### config.mk
export PLATFORM = sky130hd
export DESIGN_NAME = pit_channel
export DESIGN_NICKNAME = d
export VERILOG_FILES = /design/src/rtl/pit_pkg.sv /design/src/rtl/pit_gate_unit.sv /design/src/rtl/pit_dec_unit.sv /design/src/rtl/pit_channel.sv
export SDC_FILE = /design/constraint.sdc
export NUM_CORES = 1
export LEC_CHECK = 0
export BUFFER_PORTS_ARGS = -buffer_cell sky130_fd_sc_hd__buf_2
export CAP_MARGIN = 20
export CORE_AREA = 2 2 98 100
export CTS_CLUSTER_SIZE = 16
export DETAILED_ROUTE_END_ITERATION = 10
export DIE_AREA = 0 0 100 102
export PLACE_DENSITY = 0.67
export SYNTH_ARGS = -nofsm -noshare
export SYNTH_HDL_FRONTEND = slang
export SYNTH_SLANG_ARGS = --single-unit
### constraint.sdc
create_clock -name clk -period 10.5 [get_ports clk]
set_clock_uncertainty 0.15 [all_clocks]
set_input_delay 0.525 -clock clk [delete_from_list [all_inputs] [get_ports clk]]
set_output_delay 0.525 -clock clk [all_outputs]
set_load 0.01 [all_outputs]
### src/rtl/pit_pkg.sv
package pit_pkg;

    typedef enum logic [2:0] {
        M_TERM     = 3'd0,
        M_ONESHOT  = 3'd1,
        M_RATE     = 3'd2,
        M_SQUARE   = 3'd3,
        M_SWSTROBE = 3'd4,
        M_HWSTROBE = 3'd5
    } mode_e;

    // Codes 6 and 7 alias the two periodic modes.
    function automatic mode_e norm_mode(input logic [2:0] raw);
        return raw[1] ? mode_e'({1'b0, raw[1:0]}) : mode_e'(raw);
    endfunction

endpackage

### src/rtl/pit_gate_unit.sv
module pit_gate_unit (
    input  logic clk,
    input  logic rst_n,
    input  logic gate,
    output logic trig
);
    logic gate_q;

    always_ff @(posedge clk or negedge rst_n) begin
        if (!rst_n) gate_q <= 1'b0;
        else        gate_q <= gate;
    end

    assign trig = gate & ~gate_q;

    AST_TRIG_SINGLE: assert property (@(posedge clk) disable iff (!rst_n)
        trig |=> !trig);
endmodule

### src/rtl/pit_dec_unit.sv
module pit_dec_unit #(
    parameter int WIDTH = 16
) (
    input  logic [WIDTH-1:0] val,
    input  logic [WIDTH-1:0] init,
    input  logic             bcd,
    output logic [WIDTH-1:0] dec_val,
    output logic [WIDTH-1:0] half_val
);
    localparam int DIGITS = WIDTH / 4;
    localparam logic [WIDTH-1:0] ONE     = WIDTH'(1);
    localparam logic [WIDTH-1:0] BIN_TOP = ONE << (WIDTH - 1);
    localparam logic [WIDTH-1:0] BCD_TOP = WIDTH'(5) << (4 * (DIGITS - 1));

    logic [WIDTH-1:0]  bcd_dec;
    logic [WIDTH-1:0]  bcd_half;
    logic [DIGITS-1:0] brw;

    assign brw[0] = 1'b1;

    for (genvar i = 0; i < DIGITS; i++) begin : g_digit
        logic [3:0] nib;
        logic       hi_odd;
        assign nib = val[4*i +: 4];
        assign bcd_dec[4*i +: 4] = brw[i] ? ((nib == 4'd0) ? 4'd9 : nib - 4'd1) : nib;
        if (i < DIGITS - 1) begin : g_chain
            assign brw[i+1] = brw[i] & (nib == 4'd0);
            assign hi_odd   = init[4*(i+1)];
        end else begin : g_top
            assign hi_odd = 1'b0;
        end
        assign bcd_half[4*i +: 4] = {1'b0, init[4*i+3 : 4*i+1]} + (hi_odd ? 4'd5 : 4'd0);
    end

    always_comb begin
        if (bcd) begin
            dec_val  = bcd_dec;
            half_val = (init == '0) ? BCD_TOP : bcd_half;
        end else begin
            dec_val  = val - ONE;
            half_val = (init == '0) ? BIN_TOP : {1'b0, init[WIDTH-1:1]};
        end
    end
endmodule

### src/rtl/pit_channel.sv
module pit_channel #(
    parameter int WIDTH = 16
) (
    input  logic             clk,
    input  logic             rst_n,
    input  logic             ctrl_we,
    input  logic [2:0]       ctrl_mode,
    input  logic             ctrl_bcd,
    input  logic             cnt_we,
    input  logic [WIDTH-1:0] cnt_data,
    input  logic             gate,
    output logic             out
);
    import pit_pkg::*;

    localparam logic [WIDTH-1:0] ONE = WIDTH'(1);

    typedef struct packed {
        mode_e            mode;
        logic             bcd;
        logic [WIDTH-1:0] init;
        logic [WIDTH-1:0] cnt;
        logic             pend;
        logic             have;
        logic             run;
        logic             armed;
        logic             outr;
    } chan_t;

    chan_t st_q, st_d;

    logic             trig;
    logic [WIDTH-1:0] dec_val, half_val, nxt_cnt;
    logic             periodic, trig_start, trig_mode, en, load;

    pit_gate_unit u_gate (
        .clk   (clk),
        .rst_n (rst_n),
        .gate  (gate),
        .trig  (trig)
    );

    pit_dec_unit #(.WIDTH(WIDTH)) u_dec (
        .val      (st_q.cnt),
        .init     (st_q.init),
        .bcd      (st_q.bcd),
        .dec_val  (dec_val),
        .half_val (half_val)
    );

    always_comb begin
        periodic   = (st_q.mode == M_RATE) || (st_q.mode == M_SQUARE);
        trig_start = (st_q.mode == M_ONESHOT) || (st_q.mode == M_HWSTROBE);
        trig_mode  = periodic || trig_start;
        en         = trig_start || gate;
        load       = st_q.have && ((st_q.pend && !trig_start) || (trig && trig_mode));
        nxt_cnt    = (periodic && st_q.cnt == ONE) ? st_q.init : dec_val;

        st_d = st_q;
        if (ctrl_we) begin
            st_d.mode  = norm_mode(ctrl_mode);
            st_d.bcd   = ctrl_bcd;
            st_d.pend  = 1'b0;
            st_d.have  = 1'b0;
            st_d.run   = 1'b0;
            st_d.armed = 1'b0;
            st_d.outr  = (norm_mode(ctrl_mode) != M_TERM);
        end else if (cnt_we) begin
            st_d.init = cnt_data;
            st_d.have = 1'b1;
            st_d.pend = 1'b1;
            if (st_q.mode == M_TERM || st_q.mode == M_SWSTROBE) st_d.run = 1'b0;
            if (st_q.mode == M_TERM) st_d.outr = 1'b0;
        end else if (load) begin
            st_d.cnt   = st_q.init;
            st_d.pend  = 1'b0;
            st_d.run   = 1'b1;
            st_d.armed = 1'b1;
            st_d.outr  = !(st_q.mode == M_TERM || st_q.mode == M_ONESHOT);
        end else if (st_q.run && en) begin
            st_d.cnt = nxt_cnt;
            unique case (st_q.mode)
                M_TERM, M_ONESHOT: if (nxt_cnt == '0) st_d.outr = 1'b1;
                M_RATE:            st_d.outr = (nxt_cnt != ONE);
                M_SQUARE:          st_d.outr = (nxt_cnt == '0) || (nxt_cnt > half_val);
                default: begin
                    if (st_q.armed && nxt_cnt == '0) begin
                        st_d.outr  = 1'b0;
                        st_d.armed = 1'b0;
                    end else begin
                        st_d.outr = 1'b1;
                    end
                end
            endcase
        end else if (st_q.mode == M_SWSTROBE || st_q.mode == M_HWSTROBE) begin
            st_d.outr = 1'b1;
        end
    end

    always_ff @(posedge clk or negedge rst_n) begin
        if (!rst_n) begin
            st_q <= '0;
        end else begin
            st_q <= st_d;
        end
    end

    assign out = st_q.outr | (periodic & ~gate);

    AST_CTRL_CLEARS: assert property (@(posedge clk) disable iff (!rst_n)
        ctrl_we |=> (!st_q.run && !st_q.pend));
    AST_MODE_LEGAL: assert property (@(posedge clk) disable iff (!rst_n)
        st_q.mode <= M_HWSTROBE);
    AST_TERM_HOLDS: assert property (@(posedge clk) disable iff (!rst_n)
        (st_q.mode == M_TERM && st_q.outr && !ctrl_we && !cnt_we) |=> st_q.outr);
    AST_STROBE_ONE: assert property (@(posedge clk) disable iff (!rst_n)
        ((st_q.mode == M_SWSTROBE || st_q.mode == M_HWSTROBE) && !st_q.outr
         && !ctrl_we && !cnt_we) |=> st_q.outr);
    AST_RATE_RELOAD: assert property (@(posedge clk) disable iff (!rst_n)
        (st_q.mode == M_RATE && st_q.run && gate && st_q.cnt == ONE
         && !ctrl_we && !cnt_we && !trig) |=> (st_q.cnt == $past(st_q.init)));
endmodule

==> flow_metrics.py <==
metrics = {
    "outcome": {
        "outcome": "finished, final reports clean",
    },
    "die": {
        "die_h_um": 102,
        "die_x_um": 100,
        "die-area_sq_um": 10200,
        "start_util_pct": 39.1,
        "io_pins": 26,
        "rows": 35,
        "core_sq_um": 9110,
    },
    "timing": {
        "clock.fmax_ghz": 0.224,
        "setup_ws_ns": 6.04,
        "max-slew-margin-rel_pct": 50.0,
        "setup_viol": 0,
        "worst_pin_slew_ns": 0.744,
        "slew_violations": 0,
        "hold_violations": 0,
        "setup_tns_ns": 0,
        "min_period_over_period_pct": 42.5,
        "fin_crit_ns": 4.46,
        "rsz0062_at_grt": "no",
    },
    "drt": {
        "ant_nets": 0,
        "vias": 3341,
        "drt-vias-per-instance": 6.15,
        "drt_iter0_drc": 220,
        "wl_per_cell_um": 18.4,
        "drc": 0,
        "wirelength_um": 10000,
        "firstDrtPassIters": 5,
    },
    "clock_tree": {
        "numCtsBuffers": 5,
        "cts_root_buffer": "clkbuf_8",
        "cts_setup_buffers": 0,
        "clock_path_buffers": 2,
        "cts_tree": "done",
        "cts_sinks": 42,
        "cts_repair_resize_count": 0,
        "hold_buffers": 0,
        "ctsHtreeMaxLevel": 2,
        "clock_latency_ns": 0.31,
        "path_clk_slew_ns": 0.09,
    },
    "yosys": {
        "netlist_area_sq_um": 3560,
        "synth_simple_gate_area_share_pct": 23.0,
        "ys.flop_type": "dfrtp_1",
        "ys_async_sr_fraction_pct": 100,
        "syn_avg_cell_area_sq_um": 8.60,
        "yosys.area_share.adder_pct": 10.2,
        "synth-seq-cells": 42,
        "netlist.area_leader.share_pct": 29.5,
        "synth-edff-count": 0,
        "yosys-mux-area-fraction_pct": 10.4,
        "synth_area_leader_cell": "dfrtp_1",
        "synth_top_family_by_area": "simple AND/OR/NAND/NOR gates",
        "synth_area_leaders": "dfrtp_1 (30%), ha_1 (10%), mux2_2 (7.9%)",
        "synthDistinctLibCells": 62,
        "syn_inst": 414,
        "ys_warn_count": 0,
        "synth_compound_area_share_pct": 21.1,
        "synth.net_count": 468,
        "synthXorXnorAreaFrac_pct": 1.48,
        "ys_seq_area_share_pct": 29.5,
    },
    "placement": {
        "portBuffers": 25,
        "hpwl_um": 7500,
        "gp_congestion": 0.950,
        "post-place-ws_ns": 5.86,
    },
    "grt": {
        "grt-ovfl-total": 0,
        "grt_pass1_wl_um": 16400,
        "antenna_found_initial": 0,
        "top_usage_layer": "met2",
        "grt_pass1_vias": 3153,
        "grt_max_degree": 43,
        "track_usage_pct": 20.4,
        "met2_usage_pct": 33.8,
        "use_met3_pct": 2.39,
        "grtUsageMet1_pct": 27.9,
    },
    "critical_path": {
        "crit_type": "reg -> reg",
        "cp-startpoint": "st_q[17]",
        "worstPathMaxFanout": 14,
        "required_ns": 10.54,
        "start_kind": "flip-flop",
        "rr_worst_depth": 16,
        "rr_endpoint": "st_q[0]",
        "arrival_ns": 4.50,
        "r2r_start": "st_q[17]",
        "end_kind": "flip-flop",
        "rrSetupSlack_ns": 6.04,
    },
    "pwr": {
        "ir_drop_mv": 0.0904,
        "powerDensity_nw_per_um2": 212,
        "leakagePower_nw": 1.67,
    },
    "finish": {
        "n_antenna_cell": 0,
        "final_nets": 485,
        "final_layout_size_suffix_gt1_share_pct": 17.1,
        "syn2layout_area_growth_pct": 9.78,
        "fill_cells": 912,
    },
    "hold_path": {
        "hold_path.class": "in -> async",
    },
    "run": {
        "cap_violations": 0,
    },
}
## report_power, final
part	internal [mW]	total, mW	switching, mW
Combinational	0.197	0.434	0.237
Sequential	0.198	0.279	0.0806
Clock	0.0530	0.114	0.0614
Total	0.448	0.828	0.379
## per-stage QoR
stage	area [sq um]	utilization (%)	instances	hold slack [ns]	power, mW
3_3_place_gp	3760	41.2	533	0.356	0.698
5_1_grt	3910	42.9	543	0.0788	0.892
2_1_floorplan	3560	-	414	0.0794	0.585
3_5_place_dp	3760	41.2	533	0.366	0.704
6_report	3910	42.9	543	0.0467	0.828
4_1_cts	3850	42.3	541	0.203	0.821
## area by class of cell
type,instances,area [sq um],share of cell area [%]
clock buffer,6,82.6,2.11
clock inverter,2,12.5,0.320
inverter,15,56.3,1.44
multi-input combinational,336,2350,60.3
sequential,42,1050,26.9
tap,111,139,3.56
timing repair buffer,31,210,5.38
## flip-flops by register name (all words and copies together) (netlist names)
register,flops
st_q,41
u_gate.gate_q,1
## routing by layer
layer  routed length (um)  vias up
li1                     -     1583
met1                 4550     1609
met2                 4730      127
met3                  488       22
met4                  245        0
met5                    0        -
## critical path: stages, from the launching register on
cell      delay (ns)
dfrtp_1         0.44
inv_1           0.10
ha_1            0.23
nor4b_2         0.43
and4_1          0.60
a311oi_1        0.12
a21oi_1         0.24
inv_1           0.08
ha_1            0.28
nand2_1         0.06
nor3_1          0.24
nand3_1         0.14
o32a_1          0.36
o21a_1          0.12
a2111o_1        0.40
a311oi_1        0.27
nor3_1          0.08
## synth_stat cells, drive strengths merged (3+ instances only)
master / count
nand2: 52
dfrtp: 42
nor2: 37
ha: 29
mux2: 25
a21oi: 19
o21ai: 19
clkbuf: 15
inv: 15
a31oi: 14
nor3: 12
o211ai: 11
nand3: 10
mux2i: 9
o31ai: 9
nand4: 7
nor4: 7
buf: 6
o21a: 6
nand2b: 5
xnor2: 5
a211oi: 4
a21bo: 4
a21o: 3
and2: 3
and4: 3
nor3b: 3
or4: 3
## logic make-up after synthesis
family | count (synthesis)
AND/OR/NAND/NOR | 158
AO/OA/AOI/OAI | 109
flip-flops | 42
buffers and inverters | 36
multiplexers | 34
adder cells (fa/ha/maj) | 29
XOR/XNOR | 6
## worst max path at each step
stage                     slack (ns)      end  depth (start not counted)
after detailed placement        5.86  st_q[0]                         14
after global placement          5.97  st_q[0]                         14
after floorplan                 6.43  st_q[0]                         16
after CTS                       5.87  st_q[0]                         14
final                           6.04  st_q[0]                         16
after global routing            5.70  st_q[0]                         16
## cells in the final DEF, fill, tap and decap left out, drive strengths merged, types with 3 or more instances in the layout
cell type | synthesis | final
a31oi | 14 | 14
o211ai | 11 | 11
o21ai | 19 | 19
nor3 | 12 | 12
xnor2 | 5 | 5
nand4 | 7 | 7
a21oi | 19 | 19
nor2 | 37 | 37
nand2b | 5 | 5
buf | 6 | 31
nand2 | 52 | 52
nand3 | 10 | 10
nor3b | 3 | 3
o31ai | 9 | 9
a211oi | 4 | 4
or4 | 3 | 3
inv | 15 | 15
and4 | 3 | 3
clkbuf | 15 | 6
dfrtp | 42 | 42
mux2i | 9 | 9
and2 | 3 | 3
nor4 | 7 | 7
ha | 29 | 29
a21o | 3 | 3
o21a | 6 | 6
a21bo | 4 | 4
mux2 | 25 | 25
(Power assumes the default switching activity.)
